## config.mk

```make
export PLATFORM = sky130hd
export DESIGN_NAME = e1_mf_interwork_ctrl
export DESIGN_NICKNAME = d
export VERILOG_FILES = /design/src/rtl/e1iw_pkg.sv /design/src/rtl/e1iw_ms_timer.sv /design/src/rtl/e1iw_pos_sel.sv /design/src/rtl/e1iw_mode_fsm.sv /design/src/rtl/e1_mf_interwork_ctrl.sv
export SDC_FILE = /design/constraint.sdc
export NUM_CORES = 1
export LEC_CHECK = 0
export BUFFER_PORTS_ARGS = -buffer_cell sky130_fd_sc_hd__buf_2
export CELL_PAD_IN_SITES_DETAIL_PLACEMENT = 0
export CELL_PAD_IN_SITES_GLOBAL_PLACEMENT = 1
export CORE_ASPECT_RATIO = 0.8
export CORE_UTILIZATION = 40
export CTS_BUF_LIST = sky130_fd_sc_hd__clkbuf_8
export CTS_CLUSTER_DIAMETER = 120
export DETAILED_ROUTE_END_ITERATION = 12
export GPL_ROUTABILITY_DRIVEN = 0
export PLACE_DENSITY_LB_ADDON = 0.08
export SLEW_MARGIN = 20
export SYNTH_ARGS = -nofsm -noshare
export SYNTH_HDL_FRONTEND = slang
export SYNTH_SLANG_ARGS = --single-unit
```

## constraint.sdc

```tcl
create_clock -name clk -period 1.75 [get_ports clk]
set_clock_uncertainty 0.05 [all_clocks]
set_input_delay 0.2625 -clock clk [delete_from_list [all_inputs] [get_ports clk]]
set_output_delay 0.2625 -clock clk [all_outputs]
set_load 0.01 [all_outputs]
```

## src/rtl/e1iw_pkg.sv

```systemverilog
package e1iw_pkg;

    typedef enum logic [1:0] {
        ST_IDLE   = 2'd0,
        ST_SEARCH = 2'd1,
        ST_CRC4   = 2'd2,
        ST_NOCRC  = 2'd3
    } iw_state_e;

    typedef struct packed {
        logic crc_chk;
        logic ebit_low;
        logic mon;
    } iw_ctrl_t;

    function automatic iw_ctrl_t decode_ctrl(iw_state_e st, logic mon_cfg);
        iw_ctrl_t c;
        c.crc_chk  = (st == ST_CRC4);
        c.ebit_low = (st == ST_NOCRC);
        c.mon      = (st == ST_CRC4) && mon_cfg;
        return c;
    endfunction

endpackage

```

## src/rtl/e1iw_ms_timer.sv

```systemverilog
module e1iw_ms_timer #(
    parameter int T_PAR   = 8,
    parameter int T_LIMIT = 400
) (
    input  logic clk,
    input  logic rst,
    input  logic run,
    input  logic tick,
    output logic par_due,
    output logic limit_hit
);
    localparam int CNT_W = $clog2(T_LIMIT + 1);
    localparam logic [CNT_W-1:0] PAR_V = CNT_W'(T_PAR);
    localparam logic [CNT_W-1:0] LIM_V = CNT_W'(T_LIMIT);

    logic [CNT_W-1:0] cnt;

    always_ff @(posedge clk) begin
        if (rst || !run) begin
            cnt <= '0;
        end else if (tick && (cnt < LIM_V)) begin
            cnt <= cnt + 1'b1;
        end
    end

    assign par_due   = (cnt >= PAR_V);
    assign limit_hit = (cnt >= LIM_V);
endmodule

```

## src/rtl/e1iw_pos_sel.sv

```systemverilog
module e1iw_pos_sel #(
    parameter int POS_W = 8
) (
    input  logic             clk,
    input  logic             rst,
    input  logic             load_prim,
    input  logic [POS_W-1:0] prim_in,
    input  logic             cap_en,
    input  logic             cand_valid,
    input  logic [POS_W-1:0] cand_pos,
    input  logic             adopt_alt,
    output logic [POS_W-1:0] sel_pos,
    output logic             alt_valid
);
    logic [POS_W-1:0] prim_q;
    logic [POS_W-1:0] alt_q;

    always_ff @(posedge clk) begin
        if (rst) begin
            prim_q    <= '0;
            alt_q     <= '0;
            alt_valid <= 1'b0;
        end else if (load_prim) begin
            prim_q    <= prim_in;
            alt_valid <= 1'b0;
        end else if (adopt_alt) begin
            prim_q    <= alt_q;
            alt_valid <= 1'b0;
        end else if (cap_en && cand_valid) begin
            alt_q     <= cand_pos;
            alt_valid <= 1'b1;
        end
    end

    assign sel_pos = prim_q;
endmodule

```

## src/rtl/e1iw_mode_fsm.sv

```systemverilog
module e1iw_mode_fsm
    import e1iw_pkg::*;
(
    input  logic      clk,
    input  logic      rst,
    input  logic      lock,
    input  logic      mf_found,
    input  logic      limit_hit,
    input  logic      ext_iw,
    output iw_state_e state,
    output logic      irq,
    output logic      no_mf
);
    iw_state_e nxt;
    logic      fall;

    always_comb begin
        nxt  = state;
        fall = 1'b0;
        unique case (state)
            ST_IDLE:   if (lock) nxt = ST_SEARCH;
            ST_SEARCH: begin
                if (!lock) begin
                    nxt = ST_IDLE;
                end else if (mf_found) begin
                    nxt = ST_CRC4;
                end else if (limit_hit && !ext_iw) begin
                    nxt  = ST_NOCRC;
                    fall = 1'b1;
                end
            end
            ST_CRC4, ST_NOCRC: if (!lock) nxt = ST_IDLE;
            default:   nxt = ST_IDLE;
        endcase
    end

    always_ff @(posedge clk) begin
        if (rst) begin
            state <= ST_IDLE;
            irq   <= 1'b0;
            no_mf <= 1'b0;
        end else begin
            state <= nxt;
            irq   <= fall;
            if (fall) no_mf <= 1'b1;
        end
    end
endmodule

```

## src/rtl/e1_mf_interwork_ctrl.sv

```systemverilog
module e1_mf_interwork_ctrl
    import e1iw_pkg::*;
#(
    parameter int POS_W   = 8,
    parameter int T_PAR   = 8,
    parameter int T_LIMIT = 400
) (
    input  logic             clk,
    input  logic             rst,
    input  logic             cfg_ext_iw,
    input  logic             cfg_mon_en,
    input  logic             bfa_lock,
    input  logic [POS_W-1:0] bfa_pos,
    input  logic             cand_valid,
    input  logic [POS_W-1:0] cand_pos,
    input  logic             mf_found,
    input  logic             mf_slot,
    input  logic             ms_tick,
    output logic [POS_W-1:0] sel_pos,
    output logic             no_mf_flag,
    output logic             t400_irq,
    output logic             crc_chk_en,
    output logic             ebit_force_low,
    output logic             mon_en,
    output logic             par_search
);
    iw_state_e state;
    iw_ctrl_t  ctrl;
    logic      par_due;
    logic      limit_hit;
    logic      alt_valid;
    logic      searching;
    logic      mf_take;

    assign searching = (state == ST_SEARCH) && bfa_lock;
    assign mf_take   = searching && mf_found;

    e1iw_ms_timer #(.T_PAR(T_PAR), .T_LIMIT(T_LIMIT)) i_timer (
        .clk       (clk),
        .rst       (rst),
        .run       (searching),
        .tick      (ms_tick),
        .par_due   (par_due),
        .limit_hit (limit_hit)
    );

    e1iw_pos_sel #(.POS_W(POS_W)) i_pos (
        .clk        (clk),
        .rst        (rst),
        .load_prim  ((state == ST_IDLE) && bfa_lock),
        .prim_in    (bfa_pos),
        .cap_en     (searching && par_due),
        .cand_valid (cand_valid),
        .cand_pos   (cand_pos),
        .adopt_alt  (mf_take && mf_slot && alt_valid),
        .sel_pos    (sel_pos),
        .alt_valid  (alt_valid)
    );

    e1iw_mode_fsm i_fsm (
        .clk       (clk),
        .rst       (rst),
        .lock      (bfa_lock),
        .mf_found  (mf_found),
        .limit_hit (limit_hit),
        .ext_iw    (cfg_ext_iw),
        .state     (state),
        .irq       (t400_irq),
        .no_mf     (no_mf_flag)
    );

    assign ctrl           = decode_ctrl(state, cfg_mon_en);
    assign crc_chk_en     = ctrl.crc_chk;
    assign ebit_force_low = ctrl.ebit_low;
    assign mon_en         = ctrl.mon;
    assign par_search     = (state == ST_SEARCH) && par_due;
endmodule

```

; ---- Word level (Yosys, flattened, before mapping)
; Index checks and enable logic that the tools add are counted.
; W data, S select, Z words.
[word_totals]
regBits = 30
input_bits = 25
word_cells = 51
[op_classes]
n_addsub = 1
n_lt_le_gt_ge = 3
eq_ne = 6
muxes = 12
n_bitwise = 2
reduce_logical = 20
[ops]
columns = operator, count
row1 = $mux W8, 2
row2 = $logic_and A1 B1 Y1, 11
row3 = $mux W2, 5
row4 = $add A9 B1 Y9 const B, 1
row5 = $ge A9 B4 Y1 const B, 1
row6 = $ge A9 B9 Y1 const B, 1
row7 = $lt A9 B9 Y1 const B, 1
row8 = $pmux W2 S3, 1
row9 = $reduce_and A3 Y1, 2
row10 = $eq A2 B2 Y1 const B, 2
row11 = $mux W1, 4
row12 = $ne A2 B2 Y1 const B, 2
row13 = $ne A4 B3 Y1 const B, 1
row14 = $reduce_or A3 Y1, 1
row15 = $eq A2 B1 Y1 const B, 1
row16 = $logic_not A1 Y1, 2
row17 = $logic_not A2 Y1, 1
row18 = $not A1 Y1, 2
row19 = $reduce_bool A2 Y1, 1
row20 = $reduce_or A2 Y1, 1
row21 = $logic_or A1 B1 Y1, 1

; ---- Logic depth before layout (Yosys ltp)
; Gate-level depths: netlist of run 1.
[logic_depth]
depth_word = 7
mapped_depth = 6

; ---- Modules after synthesis
; A second synthesis of run 1 with hierarchy kept.
[hier_totals]
cells_unflattened = 160
hier_area_um2 = 1531.5
[by_module_without_submodules]
columns = mod, instances, cells_each, area_each_um2, seq_area_each_um2
row1 = e1iw_pos_sel, 1, 75, 792.0, 340.3
row2 = e1iw_ms_timer, 1, 61, 509.2, 180.2
row3 = e1iw_mode_fsm, 1, 16, 165.2, 80.1
row4 = e1_mf_interwork_ctrl, 1, 8, 65.1, 0.0

; ---- Worst setup path before layout of run 1
; OpenSTA, ideal clock, no wires.
[synth_path]
kind = register to register
start = register i_timer.cnt[6]
end = register i_pos.alt_valid
arrival_ns = 1.273
slack_ns = 0.312
path_stages_with_launch = 5
synth_period_minus_slack_ns = 1.438
path_cell_list = dfxtp_1 -> or3_1 -> o2111a_1 -> buf_6 -> o21ba_1
[synth_between]
elab_chain_len = 3
[synth_lines]
columns = element, line
row1 = "start, declared", e1iw_ms_timer.sv:16  ; logic [CNT_W-1:0] cnt;
row2 = "start signal, assigned", e1iw_ms_timer.sv:22  ; cnt <= cnt + 1'b1;
row3 = $ge A9 B4 Y1, e1iw_ms_timer.sv:26  ; assign par_due = (cnt >= PAR_V);
row4 = $logic_and A1 B1 Y1, e1_mf_interwork_ctrl.sv:52  ; .cap_en (searching && par_due),
row5 = $logic_and A1 B1 Y1, e1iw_pos_sel.sv:29  ; end else if (cap_en && cand_valid) begin
row6 = "end signal, assigned", e1iw_pos_sel.sv:25  ; alt_valid <= 1'b0;
row7 = "end signal, assigned", e1iw_pos_sel.sv:28  ; alt_valid <= 1'b0;
row8 = "end signal, assigned", e1iw_pos_sel.sv:31  ; alt_valid <= 1'b1;
row9 = "end, declared", e1iw_pos_sel.sv:13  ; output logic alt_valid
; No other way between the ends.
; A chain may end at the register's enable or synchronous reset.

; ---- Worst setup path in the final report of run 1
[layout_path]
start = register i_timer.cnt[6]
end = output par_search
[layout_between]
elab_chain_len = 2
[layout_lines]
columns = element, line
row1 = $ge A9 B4 Y1, e1iw_ms_timer.sv:26
row2 = $logic_and A1 B1 Y1, e1_mf_interwork_ctrl.sv:76  ; assign par_search = (state == ST_SEARCH) && par_due;
row3 = "end, declared", e1_mf_interwork_ctrl.sv:25  ; output logic par_search
; No other way between the ends.

==> results.yml, run 1 <==
setup_path:
  slowest_stage: "or3_1"
  critical_path.max_fanout: 7
  reg2regPathDepth: 3
  cp-end-kind: "output pin"
  critPathKind: "flop to output pin"
  start_kind: "flop"
  crit_chain: "or3_1 -> o211a_1 -> buf_2"
  timing.rr.start: "i_timer.cnt[6]$_SDFFE_PP0P_"
  rr_endpoint: "i_pos.alt_valid$_SDFFE_PP0P_"
  critPathMaxStageDelay_ns: 0.39
  worstPathRequired_ns: 1.44
  arrival_ns: 1.39
  rrSetupSlack_ns: 0.17
timing:
  fin_crit_ns: 1.71
  setup_tns_ns: 0
  setup_viol: 0
  fmax_mhz: 586
  whs_ns: 0.121
  hold_viol_final: 0
  worst_slew_pin_slew_ns: 0.555
  maxSlewHeadroom_pct: 62.9
  fin_crit_sh_pct: 97.5
  drv_slew: 0
  rsz0062_at_grt: "no"
cts:
  clock_latency_ns: 0.29
  cts_resized: 0
  clockRootBuffer: "clkbuf_8"
  htreeDepth: 2
  clockBufferDepth: 2
  tritoncts: "done"
  clkTransAtPathRegs_ns: 0.06
  cts_buffers: 5
  postCtsSetupBuffers: 0
  cts.sinks: 30
  cts_hold_repair.buffers: 0
route:
  avgRoutedWirePerCell_um: 14.5
  route.detailed.drc: 0
  routed_wl_um: 3530
  postRouteAntennaNets: 0
  dr_wl_met2_um: 1450
  drtPass1Iterations: 4
  drt_iter0_drc: 126
  routed.top_layer: "met4"
  wl_met1_um: 1840
  vias: 1324
  wl_met3_um: 187
  drt-vias-per-instance: 5.43
logic_synthesis:
  synth-edff-count: 0
  synth_area_um2: 1460
  synth_cells: 160
  yosysSeqAreaShare_pct: 41.2
  ys.flop_type: "dfxtp_1"
  synth.net_count: 187
  syn_avg_cell_area_um2: 9.10
  async_flop_share_pct: 0
  synth-seq-cells: 30
  ys.warnings.count: 0
  synth_cell_type_count: 40
global_route:
  antenna_found_initial: 0
  grt_pass1_wl_um: 5690
  grt_use_total_pct: 19.0
  grt_overflow: 0
  grt_max_degree: 22
  grt_pass1_vias: 1225
worst_hold_path:
  min_from: "cfg_ext_iw"
  hold_path_depth: 2
  min_path_type: "input pin to flop"
  min_to: "i_fsm.irq$_SDFF_PP0_"
power_and_ir_drop:
  p_per_area_nw_per_um2: 760
  p_total_uw: 1350
  ir_worst_vdd_v: 0.000508
  p_leak_uw: 0.000764
layout:
  final_nets: 229
  final_cell_mix: "buf_2 (38), dfxtp_1 (28), nand2_1 (19)"
  nFillCells: 327
  diodes: 0
  layout-drive-gt1-share_pct: 27.7
  stdcell_area_um2: 1780
  area_growth_syn_to_layout_pct: 22.0
  seqCellArea_um2: 603
  multi_input_area_um2: 791
  final_common_cell: "buf_2"
floorplanning:
  rows: 19
  die_w_um: 69.5
  pin_count: 39
  dieHeight_um: 56.0
  die_area_um2: 3890
  design.core.area_um2: 3450
  initial_core_util_pct: 42.3
job:
  maxCapViolCount: 0
place:
  portBuffers: 38
  place_hpwl_um: 2560
  postPlaceCellArea_um2: 1700
status:
  run_status: "complete, no violations"
==> flip-flops by register name, indices dropped and copies added (netlist names) <==
name	flops
i_pos.sel_pos	8
i_pos.alt_q	8
i_fsm.irq	1
i_fsm.state	2
i_pos.alt_valid	1
i_timer.cnt	9
i_fsm.no_mf	1
==> layer usage <==
layer | up-vias | GRT usage, %
met4 | 0 | 7.00
met2 | 31 | 25.1
met5 | - | 0
met1 | 618 | 27.3
li1 | 667 | -
met3 | 8 | 7.79
==> cell usage after synthesis, types with 2 or more instances <==
cell / instances / area share, %
a32oi_1: 8 / 4.8
o21ai_0: 3 / 1.0
nor2_1: 3 / 0.77
ha_1: 2 / 1.7
nor3_1: 2 / 0.69
nand4_1: 2 / 0.86
buf_2: 4 / 1.4
nand3_1: 6 / 2.1
nor4b_1: 2 / 1.2
and2_1: 3 / 1.3
clkbuf_1: 4 / 1.0
mux2i_1: 12 / 8.2
and3_1: 2 / 0.86
nand2_1: 19 / 4.9
inv_1: 5 / 1.3
nand2b_1: 18 / 7.7
or3_1: 2 / 0.86
o22ai_1: 8 / 3.4
nor4_1: 2 / 0.86
a21oi_1: 4 / 1.4
dfxtp_1: 30 / 41
==> worst max-delay path by stage <==
stage	depth (start not counted)	slack, ns	end	from
after floorplan	4	0.31	i_pos.alt_valid$_SDFFE_PP0P_	i_timer.cnt[6]$_SDFFE_PP0P_
after global placement	3	0.18	i_pos.alt_valid$_SDFFE_PP0P_	i_timer.cnt[6]$_SDFFE_PP0P_
after detailed placement	3	0.13	i_pos.alt_valid$_SDFFE_PP0P_	i_timer.cnt[6]$_SDFFE_PP0P_
after CTS	3	0.01	par_search	i_timer.cnt[6]$_SDFFE_PP0P_
after global routing	3	0.0009	par_search	i_timer.cnt[6]$_SDFFE_PP0P_
final	3	0.04	par_search	i_timer.cnt[6]$_SDFFE_PP0P_
==> per-stage QoR <==
| step | utilization (%) | setup slack, ns | std cells |
|---|---|---|---|
| floorplan | - | 0.312 | 160 |
| global placement | 49.3 | 0.176 | 237 |
| detailed placement | 49.3 | 0.134 | 237 |
| CTS | 51.5 | 0.0126 | 244 |
| global route | 51.5 | 0.000867 | 244 |
| finish | 51.5 | 0.0440 | 244 |
==> logic make-up after synthesis <==
| kind of cell | Yosys count | share of synthesized area (%) |
|---|---|---|
| fa+ha+maj | 2 | 1.72 |
| compound gates | 35 | 18.2 |
| mux | 12 | 8.25 |
| flops | 30 | 41.2 |
| simple gates | 67 | 26.1 |
| buf+inv | 14 | 4.47 |
==> layout make-up <==
| cell class | count | share of cell area, % |
|---|---|---|
| Multi-Input combinational cell | 116 | 44.5 |
| Inverter | 5 | 1.06 |
| Clock buffer | 5 | 3.87 |
| Clock inverter | 2 | 0.423 |
| Sequential cell | 30 | 33.9 |
| Timing Repair Buffer | 44 | 13.2 |
| Tap cell | 42 | 2.96 |
==> worst max-delay path: cells and delay by family (launching register included) <==
family	cells	cell delay (ns)
AND/OR/NAND/NOR	1	0.39
AO/OA/AOI/OAI	1	0.24
flip-flops	1	0.34
buffers and inverters	1	0.14
==> power by group <==
| part | internal, µW | leakage, µW | total [µW] | switching [µW] |
|---|---|---|---|---|
| Sequential | 698 | 0.000244 | 707 | 9.25 |
| Combinational | 63.3 | 0.000474 | 134 | 70.6 |
| Clock | 261 | 0.0000466 | 509 | 248 |
| Total | 1020 | 0.000764 | 1350 | 327 |
No activity file was read; power rests on OpenSTA's default activity.
==> inputs of run 2 (changes only) <==
Settings changed: CAP_MARGIN from default to 30, MAX_ROUTING_LAYER from default to met4.
Clock period 1.75 ns to 1.62 ns, I/O delays scaled along.
==> run 2 against run 1 <==
The flow now finishes with violations (negative setup slack). Worst hold slack improved by 0.0027 ns. First-iteration DRC count is 14% lower. Die area unchanged. Clock-buffer cell count unchanged. Clock power is 4.3% higher. Critical path type unchanged. Critical endpoint unchanged. Largest power group unchanged.
==> results.yml, run 2 (synthesis gave the netlist of run 1 again) <==
global_route:
  antenna_found_initial: 0
  grt_overflow: 0
  grt_use_total_pct: 18.4
  grt_max_degree: 22
  grt_pass1_wl_um: 5490
  grt_pass1_vias: 1165
layout:
  final_core_util_pct: 52.7
  final_nets: 232
  largest_reg_flops: 9
  area_growth_syn_to_layout_pct: 24.8
  diodes: 0
  final_common_cell: "buf_2"
  regMostFlops: "i_timer.cnt"
  final_cell_mix: "buf_2 (38), dfxtp_1 (25), nand2_1 (19)"
  layout-drive-gt1-share_pct: 31.7
  stdcell_count: 247
timing:
  setup_tns_ns: -0.0139
  final.setup.worst_slack_ns: -0.0139
  fmax_mhz: 612
  fin_crit_ns: 1.63
  maxSlewHeadroom_pct: 66.4
  rsz0062_at_grt: "yes"
  whs_ns: 0.124
  hold_viol_final: 0
  drv_slew: 0
  setup_viol: 1
  worst_slew_pin_slew_ns: 0.504
  fin_crit_sh_pct: 101
route:
  route.detailed.drc: 0
  vias: 1330
  routed_wl_um: 3350
  drtPass1Iterations: 4
  drt-vias-per-instance: 5.38
  postRouteAntennaNets: 0
  avgRoutedWirePerCell_um: 13.5
  drt_iter0_drc: 108
setup_path:
  critPathKind: "flop to output pin"
  critical_path.max_fanout: 2
  cp-end-kind: "output pin"
  start_kind: "flop"
  arrival_ns: 1.34
  worstPathRequired_ns: 1.33
power_and_ir_drop:
  p_total_uw: 1440
  ir_worst_vdd_v: 0.000564
  p_per_area_nw_per_um2: 792
  p_leak_uw: 0.000778
floorplanning:
  die_area_um2: 3890
  pin_count: 39
  dieHeight_um: 56.0
  rows: 19
  initial_core_util_pct: 42.3
  die_w_um: 69.5
  design.core.area_um2: 3450
cts:
  cts_buffers: 5
  clockRootBuffer: "clkbuf_8"
  htreeDepth: 2
  clkTransAtPathRegs_ns: 0.06
  cts_hold_repair.buffers: 0
  cts.sinks: 30
  tritoncts: "done"
  clockBufferDepth: 2
  clock_latency_ns: 0.26
worst_hold_path:
  min_path_type: "input pin to flop"
status:
  violations: "negative setup slack"
  run_status: "complete, but fails checks"
place:
  place_hpwl_um: 2540
  portBuffers: 38
  dp_cells: 239
job:
  maxCapViolCount: 0
run 2: changes by cell type in the layout (fill, tap and decap cells not counted), moves of 2 or more:
cell / previous run / this run
dfxtp_2: 2 / 4
buf_4: 6 / 9
dfxtp_1: 28 / 25
or3_1: 2 / 0
or3_4: 0 / 2
run 2: report_power, final:
part	internal, µW	switching (µW)	total (µW)
Clock	282	249	531
Sequential	752	9.40	761
Combinational	70.7	77.0	148
Total	1100	335	1440
run 2: timing repair:
action	CTS	global route
resized for setup	6	4
pin swaps	2	0
buffers inserted	1	0
endpoints found under the setup margin	2	5
run 2: area by class of cell:
cell class                      count  area [µm²]
Fill cell                         314        1630
Inverter                            5        18.8
Multi-Input combinational cell    116         803
Clock inverter                      2        7.51
Sequential cell                    30         609
Tap cell                           42        52.6
Timing Repair Buffer               47         258
Clock buffer                        5        68.8
run 2: final timing paths:
| path | startpoint | to | slack, ns | cells past startpoint |
|---|---|---|---|---|
| setup / recovery | i_timer.cnt[6]$_SDFFE_PP0P_ | par_search | -0.01 | 3 |
| hold / removal | cfg_ext_iw | i_fsm.irq$_SDFF_PP0_ | 0.12 | 2 |
| setup reg to reg | i_timer.cnt[6]$_SDFFE_PP0P_ | i_pos.alt_valid$_SDFFE_PP0P_ | 0.06 | 3 |
| hold reg to reg | i_pos.alt_q[2]$_SDFFE_PP0P_ | i_pos.alt_q[2]$_SDFFE_PP0P_ | 0.41 | 2 |
run 2: through the flow:
stage	worst slack [ns]	area [µm²]
after floorplan	0.182	1460
after global placement	0.0401	1710
after detailed placement	0.00708	1710
after CTS	-0.0175	1810
after global routing	-0.0517	1820
final	-0.0139	1820
run 2: routing by layer:
metal	part of all wire, %	GRT usage [%]	vias to the layer above	routed length, µm
met2	40	23.3	36	1340
met3	5.3	4.71	2	176
li1	-	-	676	-
met1	54	28.6	616	1820
met4	0.54	4.37	0	18
met5	0	-	-	0
run 2: critical path, cell delays in order (launching register included):
cell and delay [ns]:
dfxtp_4 0.34, or3_4 0.38, o211a_1 0.22, buf_2 0.14
==> inputs of run 3 (changes only) <==
Settings changed: CORE_ASPECT_RATIO 0.8 to 2.
==> run 3 against run 2 <==
Wire length up 10%. Critical path type unchanged. Highest routed layer unchanged. The flow still finishes with violations (negative setup slack). Critical endpoint unchanged. Setup slack better by 0.00066 ns. Core utilization up 2.0 points. Via count up 2.0%.
==> results.yml, run 3 (synthesis gave the netlist of run 1 again) <==
power_and_ir_drop:
  p_per_area_nw_per_um2: 814
  ir_worst_vdd_v: 0.000693
  p_leak_uw: 0.000805
global_route:
  antenna_found_initial: 0
  grt_overflow: 0
  grt_use_total_pct: 22.6
  grt_pass1_vias: 1399
  grt_max_degree: 24
  grt_pass1_wl_um: 6210
setup_path:
  rrSetupSlack_ns: 0.08
  arrival_ns: 1.34
  critPathKind: "flop to output pin"
  critical_path.max_fanout: 2
  start_kind: "flop"
  worstPathRequired_ns: 1.33
  cp-end-kind: "output pin"
route:
  drt-vias-per-instance: 5.26
  route.detailed.drc: 0
  postRouteAntennaNets: 0
  drt_iter0_drc: 16
  avgRoutedWirePerCell_um: 14.3
  routed_wl_um: 3690
  drtPass1Iterations: 4
  vias: 1356
place:
  place_ws_ns: 0.0264
  postPlaceCellArea_um2: 1740
  place_hpwl_um: 2900
  portBuffers: 38
floorplanning:
  pin_count: 39
  dieHeight_um: 87.3
  initial_core_util_pct: 42.6
  die_w_um: 44.7
  design.core.area_um2: 3420
  rows: 30
  die_area_um2: 3900
timing:
  worst_slew_pin_slew_ns: 0.481
  hold_viol_final: 0
  fmax_mhz: 612
  final.setup.worst_slack_ns: -0.0133
  rsz0062_at_grt: "yes"
  maxSlewHeadroom_pct: 67.9
  fin_crit_sh_pct: 101
  fin_crit_ns: 1.63
  drv_slew: 0
  setup_viol: 1
layout:
  seqCellArea_um2: 609
  final_common_cell: "buf_2"
  diodes: 0
  multi_input_area_um2: 803
  final_cell_mix: "buf_2 (38), dfxtp_1 (25), nand2_1 (19)"
  final_nets: 236
  nFillCells: 350
  layout-drive-gt1-share_pct: 33.8
  stdcell_area_um2: 1870
  regMostFlops: "i_timer.cnt"
  area_growth_syn_to_layout_pct: 28.4
  largest_reg_flops: 9
cts:
  cts_hold_repair.buffers: 0
  cts.sinks: 30
  htreeDepth: 2
  clkTransAtPathRegs_ns: 0.06
  clockRootBuffer: "clkbuf_8"
  cts_buffers: 5
  tritoncts: "done"
  clock_latency_ns: 0.28
  clockBufferDepth: 2
status:
  violations: "negative setup slack"
  run_status: "complete, but fails checks"
job:
  maxCapViolCount: 0
worst_hold_path:
  min_path_type: "input pin to flop"
[run 3: changes by cell type in the layout (fill, tap and decap cells not counted)]
cell,before,now
clkinv_2,0,1
clkbuf_8,5,6
inv_1,7,6
o311ai_0,0,1
o311ai_1,2,1
buf_4,9,13
[run 3: final timing paths]
kind                                 endpoint  cells after the start                   startpoint
hold reg to reg   i_pos.alt_q[2]$_SDFFE_PP0P_                      2  i_pos.alt_q[2]$_SDFFE_PP0P_
setup / recovery                   par_search                      3  i_timer.cnt[7]$_SDFFE_PP0P_
hold / removal           i_fsm.irq$_SDFF_PP0_                      2                   cfg_ext_iw
setup reg to reg  i_timer.cnt[3]$_SDFFE_PP0P_                      4  i_timer.cnt[4]$_SDFFE_PP0P_
[run 3: through the flow]
stage / TNS (ns) / std cells / hold WS, ns / util [%] / power [µW]
floorplan: 0 / 160 / 0.271 / - / 851
global placement: 0 / 247 / 0.389 / 50.8 / 925
detailed placement: 0 / 247 / 0.393 / 50.8 / 928
CTS: -0.0184 / 258 / 0.0987 / 54.7 / 1540
global route: -0.0591 / 258 / 0.113 / 54.8 / 1590
finish: -0.0133 / 258 / 0.109 / 54.8 / 1520
[run 3: area by class of cell]
| cell class | count | share of cell area (%) |
|---|---|---|
| inverters | 5 | 1.00 |
| well taps | 48 | 3.21 |
| clock buffers | 6 | 4.41 |
| flip-flops and latches | 30 | 32.6 |
| multi-input cells | 116 | 42.9 |
| clock inverters | 2 | 0.468 |
| repair buffers | 51 | 15.4 |
[run 3: worst max-delay path: stages (launching register included)]
cell     delay (ns)
dfxtp_1        0.31
or3_4          0.38
o211a_1        0.23
buf_2          0.14
[run 3: report_power, final]
part | switching (µW) | internal [µW] | leakage (µW)
Clock | 278 | 336 | 0.0000524
Combinational | 78.0 | 70.7 | 0.000507
Sequential | 9.48 | 752 | 0.000246
Total | 365 | 1160 | 0.000805
[run 3: layer usage]
metal / track usage (%) / share of wire [%] / vias to the layer above
met4: 10.7 / 3.0 / 0
met5: - / 0 / -
li1: - / - / 684
met3: 4.56 / 2.4 / 10
met2: 41.6 / 58 / 32
met1: 21.0 / 37 / 630
[run 3: what timing repair did]
action                                  CTS  global route
endpoints found under the setup margin    2             2
hold endpoints to repair                  0             0
setup buffers                             3             0
resized for setup                         7             2
pin swaps                                 3             0
